[config.mk]
export PLATFORM = sky130hd
export DESIGN_NAME = uart_mdm_irq_ctrl
export DESIGN_NICKNAME = d
export VERILOG_FILES = /design/src/rtl/mdm_irq_pkg.sv /design/src/rtl/mdm_ctrl_regs.sv /design/src/rtl/mdm_status_trk.sv /design/src/rtl/irq_src_latch.sv /design/src/rtl/irq_prio.sv /design/src/rtl/uart_mdm_irq_ctrl.sv
export SDC_FILE = /design/constraint.sdc
export NUM_CORES = 1
export LEC_CHECK = 0
export BUFFER_PORTS_ARGS = -buffer_cell sky130_fd_sc_hd__buf_2
export CAP_MARGIN = 20
export CORE_MARGIN = 2
export CORE_UTILIZATION = 41
export DETAILED_ROUTE_END_ITERATION = 12
export PLACE_DENSITY = 0.72
export SYNTH_ARGS = -nofsm -noshare
export SYNTH_HDL_FRONTEND = slang
export SYNTH_SLANG_ARGS = --single-unit
[constraint.sdc]
create_clock -name clk -period 1.5 [get_ports clk]
set_input_delay 0.3 -clock clk [delete_from_list [all_inputs] [get_ports clk]]
set_output_delay 0.3 -clock clk [all_outputs]
set_load 0.01 [all_outputs]
[src/rtl/mdm_irq_pkg.sv]
package mdm_irq_pkg;

  // Source index order equals priority order, index 0 highest.
  localparam int NUM_SRC  = 4;
  localparam int SRC_LINE = 0;
  localparam int SRC_RXD  = 1;
  localparam int SRC_TXE  = 2;
  localparam int SRC_MDM  = 3;

  // Modem control field positions
  localparam int MCR_W       = 4;
  localparam int MCR_DTR_BIT = 0;
  localparam int MCR_RTS_BIT = 1;
  localparam int MCR_AUX_BIT = 2;
  localparam int MCR_IRQ_BIT = 3;

  // Interrupt enable field positions
  localparam int IER_W        = 4;
  localparam int IER_RXD_BIT  = 0;
  localparam int IER_TXE_BIT  = 1;
  localparam int IER_LINE_BIT = 2;
  localparam int IER_MDM_BIT  = 3;

  // Modem line index (CTS, DSR, RI, CD)
  localparam int NUM_LINES = 4;
  localparam int LN_CTS    = 0;
  localparam int LN_DSR    = 1;
  localparam int LN_RI     = 2;
  localparam int LN_CD     = 3;

  typedef enum logic [3:0] {
    IID_MDM  = 4'b0000,
    IID_NONE = 4'b0001,
    IID_TXE  = 4'b0010,
    IID_RXD  = 4'b0100,
    IID_LINE = 4'b0110
  } iid_e;

  function automatic iid_e src_code(input int idx);
    case (idx)
      SRC_LINE: return IID_LINE;
      SRC_RXD:  return IID_RXD;
      SRC_TXE:  return IID_TXE;
      default:  return IID_MDM;
    endcase
  endfunction

endpackage

[src/rtl/mdm_ctrl_regs.sv]
module mdm_ctrl_regs
  import mdm_irq_pkg::*;
(
  input  logic               clk,
  input  logic               rst_n,
  input  logic               mcr_wr_i,
  input  logic [MCR_W-1:0]   mcr_wdata_i,
  input  logic               ier_wr_i,
  input  logic [IER_W-1:0]   ier_wdata_i,
  output logic               dtr_n_o,
  output logic               rts_n_o,
  output logic               aux_n_o,
  output logic               irq_master_o,
  output logic [NUM_SRC-1:0] src_en_o
);

  logic [MCR_W-1:0] mcr_q, mcr_d;
  logic [IER_W-1:0] ier_q, ier_d;

  always_comb begin
    mcr_d = mcr_q;
    ier_d = ier_q;
    if (mcr_wr_i) mcr_d = mcr_wdata_i;
    if (ier_wr_i) ier_d = ier_wdata_i;
  end

  always_ff @(posedge clk or negedge rst_n) begin
    if (!rst_n) begin
      mcr_q <= '0;
      ier_q <= '0;
    end else begin
      if (mcr_wr_i) mcr_q <= mcr_d;
      if (ier_wr_i) ier_q <= ier_d;
    end
  end

  // Modem lines are driven low when their control bit is set
  assign dtr_n_o      = ~mcr_q[MCR_DTR_BIT];
  assign rts_n_o      = ~mcr_q[MCR_RTS_BIT];
  assign aux_n_o      = ~mcr_q[MCR_AUX_BIT];
  assign irq_master_o = mcr_q[MCR_IRQ_BIT];

  // Reorder enable bits into priority index order
  always_comb begin
    src_en_o           = '0;
    src_en_o[SRC_LINE] = ier_q[IER_LINE_BIT];
    src_en_o[SRC_RXD]  = ier_q[IER_RXD_BIT];
    src_en_o[SRC_TXE]  = ier_q[IER_TXE_BIT];
    src_en_o[SRC_MDM]  = ier_q[IER_MDM_BIT];
  end

  AST_DTR_FOLLOWS_WRITE: assert property (@(posedge clk) disable iff (!rst_n)
    mcr_wr_i |=> (dtr_n_o == !$past(mcr_wdata_i[MCR_DTR_BIT])));
  AST_RTS_FOLLOWS_WRITE: assert property (@(posedge clk) disable iff (!rst_n)
    mcr_wr_i |=> (rts_n_o == !$past(mcr_wdata_i[MCR_RTS_BIT])));

endmodule

[src/rtl/mdm_status_trk.sv]
module mdm_status_trk
  import mdm_irq_pkg::*;
#(
  parameter int SYNC_STAGES = 2
) (
  input  logic                 clk,
  input  logic                 rst_n,
  input  logic [NUM_LINES-1:0] lines_n_i,
  input  logic                 msr_rd_i,
  output logic [7:0]           msr_o,
  output logic                 mdm_pend_o
);

  localparam int LAST = SYNC_STAGES - 1;

  logic [SYNC_STAGES-1:0][NUM_LINES-1:0] sync_q;
  logic [NUM_LINES-1:0] prev_q;
  logic [NUM_LINES-1:0] delta_q, delta_d;
  logic [NUM_LINES-1:0] chg;
  logic [NUM_LINES-1:0] now_n;

  genvar s;
  generate
    for (s = 0; s < SYNC_STAGES; s++) begin : g_sync
      if (s == 0) begin : g_first
        always_ff @(posedge clk or negedge rst_n) begin
          if (!rst_n) sync_q[s] <= '1;
          else        sync_q[s] <= lines_n_i;
        end
      end else begin : g_next
        always_ff @(posedge clk or negedge rst_n) begin
          if (!rst_n) sync_q[s] <= '1;
          else        sync_q[s] <= sync_q[s-1];
        end
      end
    end
  endgenerate

  assign now_n = sync_q[LAST];

  always_comb begin
    chg         = now_n ^ prev_q;
    // Ring indicator flags only on its trailing edge (low to high on the pin)
    chg[LN_RI]  = !prev_q[LN_RI] && now_n[LN_RI];
    delta_d     = msr_rd_i ? '0 : delta_q;
    delta_d     = delta_d | chg;
  end

  always_ff @(posedge clk or negedge rst_n) begin
    if (!rst_n) begin
      prev_q  <= '1;
      delta_q <= '0;
    end else begin
      prev_q  <= now_n;
      delta_q <= delta_d;
    end
  end

  assign msr_o      = {~now_n, delta_q};
  assign mdm_pend_o = |delta_q;

  AST_DCTS_SETS: assert property (@(posedge clk) disable iff (!rst_n)
    (now_n[LN_CTS] != prev_q[LN_CTS]) |=> msr_o[LN_CTS]);
  AST_TERI_LEAD_IGNORED: assert property (@(posedge clk) disable iff (!rst_n)
    (prev_q[LN_RI] && !now_n[LN_RI] && (msr_rd_i || !delta_q[LN_RI])) |=> !msr_o[LN_RI]);
  AST_DELTA_CLEARS: assert property (@(posedge clk) disable iff (!rst_n)
    (msr_rd_i && (now_n == prev_q)) |=> (msr_o[3:0] == 4'b0000));

endmodule

[src/rtl/irq_src_latch.sv]
module irq_src_latch (
  input  logic clk,
  input  logic rst_n,
  input  logic rx_err_evt_i,
  input  logic lsr_rd_i,
  input  logic tx_empty_evt_i,
  input  logic thr_wr_i,
  input  logic iid_rd_i,
  input  logic txe_reported_i,
  output logic line_pend_o,
  output logic txe_pend_o
);

  logic line_q, line_d;
  logic txe_q, txe_d;

  always_comb begin
    line_d = line_q;
    if (lsr_rd_i)     line_d = 1'b0;
    if (rx_err_evt_i) line_d = 1'b1;

    txe_d = txe_q;
    if (thr_wr_i || (iid_rd_i && txe_reported_i)) txe_d = 1'b0;
    if (tx_empty_evt_i)                           txe_d = 1'b1;
  end

  always_ff @(posedge clk or negedge rst_n) begin
    if (!rst_n) begin
      line_q <= 1'b0;
      txe_q  <= 1'b0;
    end else begin
      line_q <= line_d;
      txe_q  <= txe_d;
    end
  end

  assign line_pend_o = line_q;
  assign txe_pend_o  = txe_q;

  AST_LINE_SET_WINS: assert property (@(posedge clk) disable iff (!rst_n)
    rx_err_evt_i |=> line_pend_o);
  AST_LINE_CLEARS: assert property (@(posedge clk) disable iff (!rst_n)
    (lsr_rd_i && !rx_err_evt_i) |=> !line_pend_o);
  AST_TXE_CLEARS: assert property (@(posedge clk) disable iff (!rst_n)
    (thr_wr_i && !tx_empty_evt_i) |=> !txe_pend_o);
  AST_TXE_KEPT: assert property (@(posedge clk) disable iff (!rst_n)
    (txe_pend_o && iid_rd_i && !txe_reported_i && !thr_wr_i) |=> txe_pend_o);

endmodule

[src/rtl/irq_prio.sv]
module irq_prio
  import mdm_irq_pkg::*;
(
  input  logic [NUM_SRC-1:0] pend_i,
  input  logic [NUM_SRC-1:0] en_i,
  input  logic               master_i,
  output logic [3:0]         iid_o,
  output logic               irq_o,
  output logic               irq_oe_o
);

  logic [NUM_SRC-1:0] hit;
  iid_e               code;

  always_comb begin
    hit  = pend_i & en_i;
    code = IID_NONE;
    for (int i = NUM_SRC - 1; i >= 0; i--) begin
      if (hit[i]) code = src_code(i);
    end
  end

  assign iid_o    = code;
  assign irq_o    = master_i && (|hit);
  assign irq_oe_o = master_i;

endmodule

[src/rtl/uart_mdm_irq_ctrl.sv]
module uart_mdm_irq_ctrl
  import mdm_irq_pkg::*;
#(
  parameter int SYNC_STAGES = 2,
  parameter int RST_STAGES  = 2
) (
  input  logic             clk,
  input  logic             rst_n,
  input  logic             mcr_wr,
  input  logic [MCR_W-1:0] mcr_wdata,
  input  logic             ier_wr,
  input  logic [IER_W-1:0] ier_wdata,
  input  logic             msr_rd,
  input  logic             lsr_rd,
  input  logic             iid_rd,
  input  logic             thr_wr,
  input  logic             rx_err_evt,
  input  logic             rx_ready,
  input  logic             tx_empty_evt,
  input  logic             cts_n,
  input  logic             dsr_n,
  input  logic             ri_n,
  input  logic             cd_n,
  output logic             dtr_n,
  output logic             rts_n,
  output logic             aux_n,
  output logic [7:0]       msr,
  output logic [3:0]       iid,
  output logic             irq,
  output logic             irq_oe
);

  // Reset: asserted asynchronously, released after RST_STAGES clocks
  logic [RST_STAGES-1:0] rst_sync_q;
  logic                  core_rst_n;

  always_ff @(posedge clk or negedge rst_n) begin
    if (!rst_n) rst_sync_q <= '0;
    else        rst_sync_q <= {rst_sync_q[RST_STAGES-2:0], 1'b1};
  end
  assign core_rst_n = rst_sync_q[RST_STAGES-1];

  logic               irq_master;
  logic [NUM_SRC-1:0] src_en;
  logic [NUM_SRC-1:0] pend;
  logic               mdm_pend;
  logic               line_pend;
  logic               txe_pend;
  logic [NUM_LINES-1:0] lines_n;

  always_comb begin
    lines_n         = '1;
    lines_n[LN_CTS] = cts_n;
    lines_n[LN_DSR] = dsr_n;
    lines_n[LN_RI]  = ri_n;
    lines_n[LN_CD]  = cd_n;
  end

  mdm_ctrl_regs u_regs (
    .clk          (clk),
    .rst_n        (core_rst_n),
    .mcr_wr_i     (mcr_wr),
    .mcr_wdata_i  (mcr_wdata),
    .ier_wr_i     (ier_wr),
    .ier_wdata_i  (ier_wdata),
    .dtr_n_o      (dtr_n),
    .rts_n_o      (rts_n),
    .aux_n_o      (aux_n),
    .irq_master_o (irq_master),
    .src_en_o     (src_en)
  );

  mdm_status_trk #(.SYNC_STAGES(SYNC_STAGES)) u_status (
    .clk        (clk),
    .rst_n      (core_rst_n),
    .lines_n_i  (lines_n),
    .msr_rd_i   (msr_rd),
    .msr_o      (msr),
    .mdm_pend_o (mdm_pend)
  );

  irq_src_latch u_src (
    .clk            (clk),
    .rst_n          (core_rst_n),
    .rx_err_evt_i   (rx_err_evt),
    .lsr_rd_i       (lsr_rd),
    .tx_empty_evt_i (tx_empty_evt),
    .thr_wr_i       (thr_wr),
    .iid_rd_i       (iid_rd),
    .txe_reported_i (iid == IID_TXE),
    .line_pend_o    (line_pend),
    .txe_pend_o     (txe_pend)
  );

  always_comb begin
    pend           = '0;
    pend[SRC_LINE] = line_pend;
    pend[SRC_RXD]  = rx_ready;
    pend[SRC_TXE]  = txe_pend;
    pend[SRC_MDM]  = mdm_pend;
  end

  irq_prio u_prio (
    .pend_i   (pend),
    .en_i     (src_en),
    .master_i (irq_master),
    .iid_o    (iid),
    .irq_o    (irq),
    .irq_oe_o (irq_oe)
  );

  AST_IRQ_NEEDS_OE: assert property (@(posedge clk) disable iff (!core_rst_n)
    irq |-> irq_oe);
  AST_OE_FOLLOWS_WRITE: assert property (@(posedge clk) disable iff (!core_rst_n)
    mcr_wr |=> (irq_oe == $past(mcr_wdata[MCR_IRQ_BIT])));
  AST_LINE_OWNS_IID: assert property (@(posedge clk) disable iff (!core_rst_n)
    (line_pend && src_en[SRC_LINE]) |-> (iid == IID_LINE));
  AST_IDLE_CODE: assert property (@(posedge clk) disable iff (!core_rst_n)
    (iid == IID_NONE) |-> !irq);

endmodule

==> results of run 1 <==
-- sequential cells by signal, summed over array words and instances (netlist names) --
| register | count |
|---|---|
| u_src.txe_pend_o | 1 |
| u_regs.ier_q | 4 |
| u_status.prev_q | 4 |
| u_status.sync_q | 4 |
| u_status.now_n | 4 |
| u_regs.mcr_q | 4 |
| rst_sync_q | 2 |
| u_status.delta_q | 4 |
| u_src.line_pend_o | 1 |
-- synth_stat cells --
master     n  share of area [%]
mux2_1     3                3.4
dfrtp_1   16                 40
inv_1     12                4.6
o22ai_1    1               0.63
or4_4      1                1.1
xnor2_1    3                2.7
mux2_2     2                2.3
nor2b_1    2                1.3
a32o_1     1                1.0
nand2b_1   1               0.63
dfstp_2   12                 32
a21o_1     1               0.76
nand2_1    5                1.9
buf_4      1               0.76
o21ai_0    6                3.0
conb_1     2               0.76
a221oi_2   1                1.5
a22o_1     1               0.89
o21ai_1    1               0.51
-- report_power, final --
| group | switching, mW | internal [mW] | leakage [nW] |
|---|---|---|---|
| combinational | 0.0980 | 0.126 | 0.346 |
| clock | 0.203 | 0.204 | 0.0261 |
| sequential | 0.0404 | 0.823 | 0.310 |
-- timing repair --
item,in CTS,in global routing
pin swaps,1,2
buffers inserted,1,1
hold buffers,1,0
hold endpoints to repair,2,0
gates resized for setup,0,3
setup endpoints to repair,3,4
-- path summary, 6_finish.rpt --
check / cells past startpoint / endpoint / startpoint / slack [ns]
min in group asynchronous: 2 / rst_sync_q[0] / rst_n / 0.26
max: 4 / irq / u_status.delta_q[1] / -0.54
min: 1 / u_status.sync_q[3] / cd_n / 0.06
max in group asynchronous: 1 / u_status.prev_q[1] / rst_sync_q[1] / 0.80
max reg2reg: 3 / u_src.txe_pend_o / u_src.line_pend_o / 0.47
min reg2reg: 0 / u_status.now_n[1] / u_status.sync_q[1] / 0.37
-- worst reg2reg max path, stage by stage (launching register included) --
cell	delay [ns]
dfrtp_1	0.43
a22o_4	0.29
o21ai_1	0.14
nand2b_1	0.07
-- cells by family (layout without fill, tap and decap cells) --
logic type             count (synthesis)  in the layout  synth area share, %
XOR/XNOR                               3              3                 2.66
AO/OA/AOI/OAI                         12             12                 8.34
other                                  2              2                0.759
buffers and inverters                 13             62                 5.31
flip-flops                            28             28                 72.3
multiplexers                           5              5                 5.69
AND/OR/NAND/NOR                        9              9                 4.93
-- through the flow --
stage	instances	hold slack (ns)
after detailed placement	142	0.0860
after global routing	149	0.0256
after global placement	142	0.0857
after floorplan	72	0.00441
after CTS	148	0.0426
final	149	0.0578
-- routing by layer --
| metal | part of all wire [%] | wire length, microns | global-route usage, % | vias to the layer above |
|---|---|---|---|---|
| met5 | 0 | 0 | 0 | - |
| met4 | 1.6 | 27 | 6.41 | 0 |
| met3 | 6.4 | 106 | 2.54 | 4 |
| met2 | 48 | 804 | 21.3 | 24 |
| met1 | 44 | 732 | 19.4 | 319 |
| li1 | - | - | - | 322 |
-- layout make-up --
type | instances | area, sq um
sequential | 28 | 716
multi-input combinational | 31 | 244
timing repair buffer | 46 | 275
inverter | 12 | 45.0
tap | 28 | 35.0
fill | 209 | 892
clock buffer | 4 | 47.5
==> flow_summary.json, run 1 <==
{
  "synth_warnings": 0,
  "synth_area_sq_um": 990,
  "slew_viol_final": 0,
  "path_class": "reg -> out",
  "start_util_pct": 43.9,
  "dp_slack_ns": -0.180,
  "routed_wl_mm": 1.67,
  "finalSetupViolations": 2,
  "dr.pass1.iters": 4,
  "antennaDiodeCount": 0,
  "syn-num-nets": 95,
  "cts_root_buf": "clkbuf_4",
  "slowest_delay_ns": 0.54,
  "fin_area_sq_mm": 0.00136,
  "synthCells": 72,
  "place_area_sq_mm": 0.00127,
  "gp_congestion": 0.704,
  "synth.avg_cell_area_sq_um": 13.7,
  "cts_buffers": 3,
  "ys_ff_latch": 28,
  "worstPathRequired_ns": 1.20,
  "final_util_pct": 60.4,
  "die_w_microns": 53.1,
  "critPathMaxFanout": 2,
  "grt_pass1_wl_mm": 2.76,
  "io_buffers": 38,
  "status": "finished, violations left",
  "yosysSeqAreaShare_pct": 72.3,
  "layout_setup_ws_ns": -0.542,
  "die_h_microns": 53.1,
  "layout_commonest_cell": "buf_2",
  "avgViaCountPerCell": 4.49,
  "grt_usage_pct": 13.9,
  "hold_path_class": "in -> reg",
  "cts.sinks": 28,
  "fmax_mhz": 490,
  "cts_tree": "built",
  "htree_levels": 1,
  "dp_hpwl_mm": 1.31,
  "start_kind": "flop",
  "path_buf_inv": 1,
  "cpLargestDelayFamily": "simple AND/OR/NAND/NOR gates",
  "yosys.cell_types.count": 19,
  "clk_latency_ns": 0.32,
  "core-area_sq_mm": 0.00225,
  "drc": 0,
  "wl_per_cell_microns": 11.2,
  "setup_tns_ns": -1.07,
  "final_hold_viol_count": 0,
  "detail-route-antenna-nets": 0,
  "min_period_over_period_pct": 136,
  "skew_ns": 0.00344,
  "p_total_mw": 1.49,
  "rows": 17,
  "clk_pin_slew_ns": 0.14,
  "rsz0062_at_grt": "true",
  "powerDensity_mw_per_mm2": 1100,
  "slowest_stage": "or4_4",
  "die_area_sq_mm": 0.00282,
  "cp.arrival_ns": 1.74,
  "antenna_found_initial": 0,
  "vias": 669,
  "mostFrequentLayoutCells": "37 x buf_2, 16 x dfrtp_1, 12 x inv_1, 12 x dfstp_2, 6 x o21ai_0",
  "p_leak_nw": 0.682,
  "period_minus_slack_ns": 2.04,
  "max_cap_violations": 0,
  "ios": 40,
  "nNetsFinal": 145,
  "syn_to_final_growth_pct": 37.7,
  "end_kind": "output port",
  "grt_max_degree": 18,
  "crit_chain": "or4_4 -> a221oi_4 -> nor2b_2 -> buf_2",
  "overflow": 0,
  "clockBufferDepth": 2,
  "failed_checks": "negative setup slack",
  "ir_worst_vdd_mv": 0.863,
  "drive_gt1_share_pct": 55.4,
  "grt_pass1_vias": 635,
  "drt_iter0_drc": 5
}
(Power assumes the default switching activity.)
==> run 2: changes to the inputs <==
- CORE_UTILIZATION: 41 -> 46
- PLACE_DENSITY: 0.72 -> 0.77
- clock period: 1.5 -> 2.1 ns (I/O delays scaled with it)
==> run 2 against run 1 <==
Against the previous run: the flow still finishes with violations (negative setup slack); critical path depth unchanged; setup slack gained 0.46 ns; final area fell by 3.7%; via count unchanged; hold slack improved by 0.072 ns; sequential share of layout area is 2.0 points higher; register-to-register slack better by 0.58 ns; total power is 29% lower; sequential power shrank 29%; non-clock buffer count fell by 2; critical path type unchanged.
==> flow_summary.json, run 2 (synthesized netlist as in run 1, its figures left out) <==
{
  "status": "finished, violations left",
  "failed_checks": "negative setup slack",
  "drt_iter0_drc": 2,
  "grt_max_degree": 20,
  "min_period_over_period_pct": 104,
  "setup_tns_ns": -0.118,
  "p_total_mw": 1.06,
  "final_util_pct": 65.6,
  "critPathMaxFanout": 2,
  "drc": 0,
  "layout_commonest_cell": "buf_2",
  "antennaDiodeCount": 0,
  "die_w_microns": 50.4,
  "grt_pass1_vias": 675,
  "ir_worst_vdd_mv": 0.562,
  "wl_per_cell_microns": 11.4,
  "worstPathRequired_ns": 1.68,
  "rows": 16,
  "fmax_mhz": 459,
  "powerDensity_mw_per_mm2": 804,
  "mostFrequentLayoutCells": "38 x buf_2, 16 x dfrtp_1, 12 x inv_1, 12 x dfstp_2, 6 x o21ai_0",
  "dr.pass1.iters": 2,
  "detail-route-antenna-nets": 0,
  "io_buffers": 38,
  "fill_cells": 168,
  "cts_buffers": 3,
  "rsz0062_at_grt": "true",
  "skew_ns": 0.00311,
  "vias": 669,
  "final_cell_count_no_fill": 146,
  "clk_pin_slew_ns": 0.14,
  "final_hold_viol_count": 0,
  "die_h_microns": 50.4,
  "dp_hpwl_mm": 1.28,
  "avgViaCountPerCell": 4.58,
  "antenna_found_initial": 0,
  "hold_path_class": "reg -> async",
  "clockBufferDepth": 2,
  "start_kind": "flop",
  "end_kind": "output port",
  "fin_area_sq_mm": 0.00131,
  "cts_root_buf": "clkbuf_4",
  "gp_congestion": 0.797,
  "ios": 40,
  "grt_usage_pct": 15.5,
  "routed_wl_mm": 1.67,
  "slew_viol_final": 0,
  "nNetsFinal": 143,
  "cts.sinks": 28,
  "period_minus_slack_ns": 2.18,
  "layout_setup_ws_ns": -0.0793,
  "cp.arrival_ns": 1.76,
  "drive_gt1_share_pct": 52.9,
  "core-area_sq_mm": 0.00200,
  "cts_tree": "built",
  "p_leak_nw": 0.661,
  "overflow": 0,
  "dpl.cell_count": 137,
  "clk_latency_ns": 0.32,
  "start_util_pct": 49.4,
  "htree_levels": 1,
  "path_class": "reg -> out",
  "die_area_sq_mm": 0.00254,
  "syn_to_final_growth_pct": 32.6,
  "place_area_sq_mm": 0.00121,
  "finalSetupViolations": 2,
  "max_cap_violations": 0,
  "grt_pass1_wl_mm": 2.86
}
[run 2: changes by cell type in the layout (fill, tap and decap cells not counted), sizes merged]
cell / before / now
buf: 45 / 43
[run 2: final timing paths]
path | slack (ns) | startpoint | endpoint | cells past startpoint
setup reg to reg | 1.05 | u_src.line_pend_o | u_src.txe_pend_o | 3
setup / recovery | -0.08 | u_status.delta_q[2] | irq | 4
hold / removal | 0.13 | rst_sync_q[1] | u_regs.mcr_q[0] | 0
max in group asynchronous | 1.38 | rst_sync_q[1] | u_status.prev_q[3] | 1
min in group clk | 0.17 | cd_n | u_status.sync_q[3] | 1
hold reg to reg | 0.13 | rst_sync_q[1] | u_regs.mcr_q[0] | 0
[run 2: layout make-up]
class | instances | area, sq um | share of cell area [%]
Clock buffer | 4 | 47.5 | 3.62
Inverter | 12 | 45.0 | 3.43
Multi-Input combinational cell | 31 | 233 | 17.7
Sequential cell | 28 | 716 | 54.5
Tap cell | 27 | 33.8 | 2.57
Timing Repair Buffer | 44 | 238 | 18.1
[run 2: critical path: stages (launching register included)]
cell	delay [ns]
dfrtp_1	0.41
or4_4	0.55
a221oi_4	0.26
nor2b_1	0.08
buf_2	0.14
[run 2: where the power goes]
group	internal [mW]	switching [mW]
Combinational	0.0748	0.0662
Sequential	0.588	0.0275
Clock	0.146	0.153
[run 2: timing repair]
action	4_1_cts	5_1_grt
hold buffers	1	0
setup buffers	3	1
gates resized for setup	1	0
pin swaps	2	0
cloned	0	0
endpoints found under the hold margin	2	0
endpoints found under the setup margin	2	2
[run 2: per-layer routing]
metal	vias to the layer above	global-route usage, %	share of wire (%)
li1	322	-	-
met5	-	0	0
met3	4	5.65	7.2
met4	0	10.4	2.4
met1	316	18.7	42
met2	27	23.2	48
[run 2: per-stage QoR]
step                      setup WS [ns]  hold WS (ns)
after floorplan                   0.265         0.124
after global placement            0.276         0.117
after detailed placement          0.239         0.131
after CTS                       -0.0925         0.144
after global routing             -0.182         0.143
final                           -0.0793         0.130
==> run 3: changes to the inputs <==
- CTS_BUF_LIST: default -> sky130_fd_sc_hd__clkbuf_16
==> run 3 against run 2 <==
Against the previous run: the flow now finishes without violations; utilization rose by 1.9 points; maximum frequency rose by 4.9%; setup slack improved by 0.10 ns; final cell count fell by 1.4%; register-to-register slack barely moved; critical path depth did not move; final area rose by 2.9%; clock skew fell by 0.0013 ns; first-iteration DRC count rose by 100%; combinational power fell by 3%; critical path type unchanged.
==> flow_summary.json, run 3 (synthesized netlist as in run 1, its figures left out) <==
{
  "clk_latency_ns": 0.26,
  "pwr-share-seq_pct": 49.2,
  "grt_pass1_vias": 702,
  "ios": 40,
  "status": "finished clean",
  "rsz0062_at_grt": "true",
  "period_minus_slack_ns": 2.08,
  "gp_congestion": 0.797,
  "cp.arrival_ns": 1.66,
  "antenna_found_initial": 0,
  "cts.sinks": 28,
  "wl_per_cell_microns": 11.8,
  "worstPathRequired_ns": 1.68,
  "clk_pin_slew_ns": 0.06,
  "avgViaCountPerCell": 4.53,
  "p_switching_mw": 0.262,
  "min_period_over_period_pct": 98.9,
  "finalSetupViolations": 0,
  "p_leak_nw": 0.674,
  "hold_path_class": "reg -> async",
  "die_w_microns": 50.4,
  "intPower_mw": 0.990,
  "layout_commonest_cell": "buf_2",
  "core-area_sq_mm": 0.00200,
  "cts_tree": "built",
  "antennaDiodeCount": 0,
  "hold_ws_ns": 0.119,
  "slew_viol_final": 0,
  "clockBufferDepth": 2,
  "drt_iter0_drc": 4,
  "ir_worst_vdd_mv": 0.519,
  "comb_power_share_pct": 10.9,
  "htree_levels": 1,
  "p_total_mw": 1.25,
  "rows": 16,
  "end_kind": "output port",
  "drive_gt1_share_pct": 52.1,
  "p_clk_share_pct": 39.9,
  "dp_hpwl_mm": 1.28,
  "start_util_pct": 49.4,
  "critPathMaxFanout": 2,
  "grt_max_degree": 20,
  "swShare_pct": 21.0,
  "vias": 653,
  "dpl.cell_count": 137,
  "overflow": 0,
  "fmax_mhz": 482,
  "start_kind": "flop",
  "skew_ns": 0.00184,
  "grt_usage_pct": 16.5,
  "path_class": "reg -> out",
  "syn_to_final_growth_pct": 36.4,
  "grt_pass1_wl_mm": 3.01,
  "dr.pass1.iters": 4,
  "cts_root_buf": "clkbuf_16",
  "final_cell_count_no_fill": 144,
  "mostFrequentLayoutCells": "38 x buf_2, 16 x dfrtp_1, 12 x inv_1, 12 x dfstp_2, 6 x o21ai_0",
  "powerDensity_mw_per_mm2": 928,
  "max_cap_violations": 0,
  "die_h_microns": 50.4,
  "die_area_sq_mm": 0.00254,
  "drc": 0,
  "final_util_pct": 67.4,
  "final_hold_viol_count": 0,
  "io_buffers": 38,
  "routed_wl_mm": 1.70,
  "detail-route-antenna-nets": 0,
  "nNetsFinal": 141,
  "cts_buffers": 3
}
==> run 3: cell count changes in the layout (fill, tap and decap cells not counted), sizes merged <==
cell  change
buf       -2
==> run 3: cell type report <==
| type | instances | area, sq um |
|---|---|---|
| Sequential cell | 28 | 716 |
| Fill cell | 155 | 652 |
| Multi-Input combinational cell | 31 | 233 |
| Timing Repair Buffer | 42 | 223 |
| Clock buffer | 4 | 100 |
| Inverter | 12 | 45.0 |
| Tap cell | 27 | 33.8 |
==> run 3: stage by stage <==
stage                     cell area, sq um  TNS (ns)  setup WS [ns]
after floorplan                        990         0          0.265
after global placement                1210         0          0.276
after detailed placement              1210         0          0.239
after CTS                             1350         0        0.00636
after global routing                  1350   -0.0668        -0.0579
final                                 1350         0         0.0235
==> run 3: worst max-delay path: stages (launching register included) <==
cell	delay (ns)
dfrtp_1	0.38
or4_4	0.55
a221oi_4	0.26
nor2b_1	0.07
buf_2	0.14
==> run 3: routing by layer <==
layer / vias to the layer above / global-route usage (%) / wire length [microns]
met5: - / 0 / 0
met4: 0 / 5.86 / 30
met3: 4 / 8.04 / 144
met2: 27 / 26.8 / 865
met1: 302 / 18.9 / 661
li1: 320 / - / -
==> run 3: repair_timing <==
item                       4_1_cts  5_1_grt
buffers inserted                 2        0
hold endpoints to repair         2        0
setup endpoints to repair        2        2
pin swaps                        1        0
cloned                           0        0
gates resized for setup          1        0
hold buffers                     1        0
==> run 3: path summary, 6_finish.rpt <==
check	slack, ns	start	end	cells after the start
min in group clk	0.26	cts_n	u_status.sync_q[0]	1
min	0.12	rst_sync_q[1]	u_regs.mcr_q[0]	0
max	0.02	u_status.delta_q[1]	irq	4
min reg2reg	0.12	rst_sync_q[1]	u_regs.mcr_q[0]	0
max in group asynchronous	1.39	rst_sync_q[1]	u_status.now_n[3]	1
max reg2reg	1.05	u_src.line_pend_o	u_src.txe_pend_o	3
==> run 3: power by group through the flow <==
stage	Sequential [mW]	Clock [mW]	Combinational (mW)
final	0.617	0.499	0.137
after global routing	0.622	0.539	0.154
after CTS	0.618	0.512	0.139
after detailed placement	0.625	0	0.126
after global placement	0.622	0	0.124
after floorplan	0.628	0	0.0562
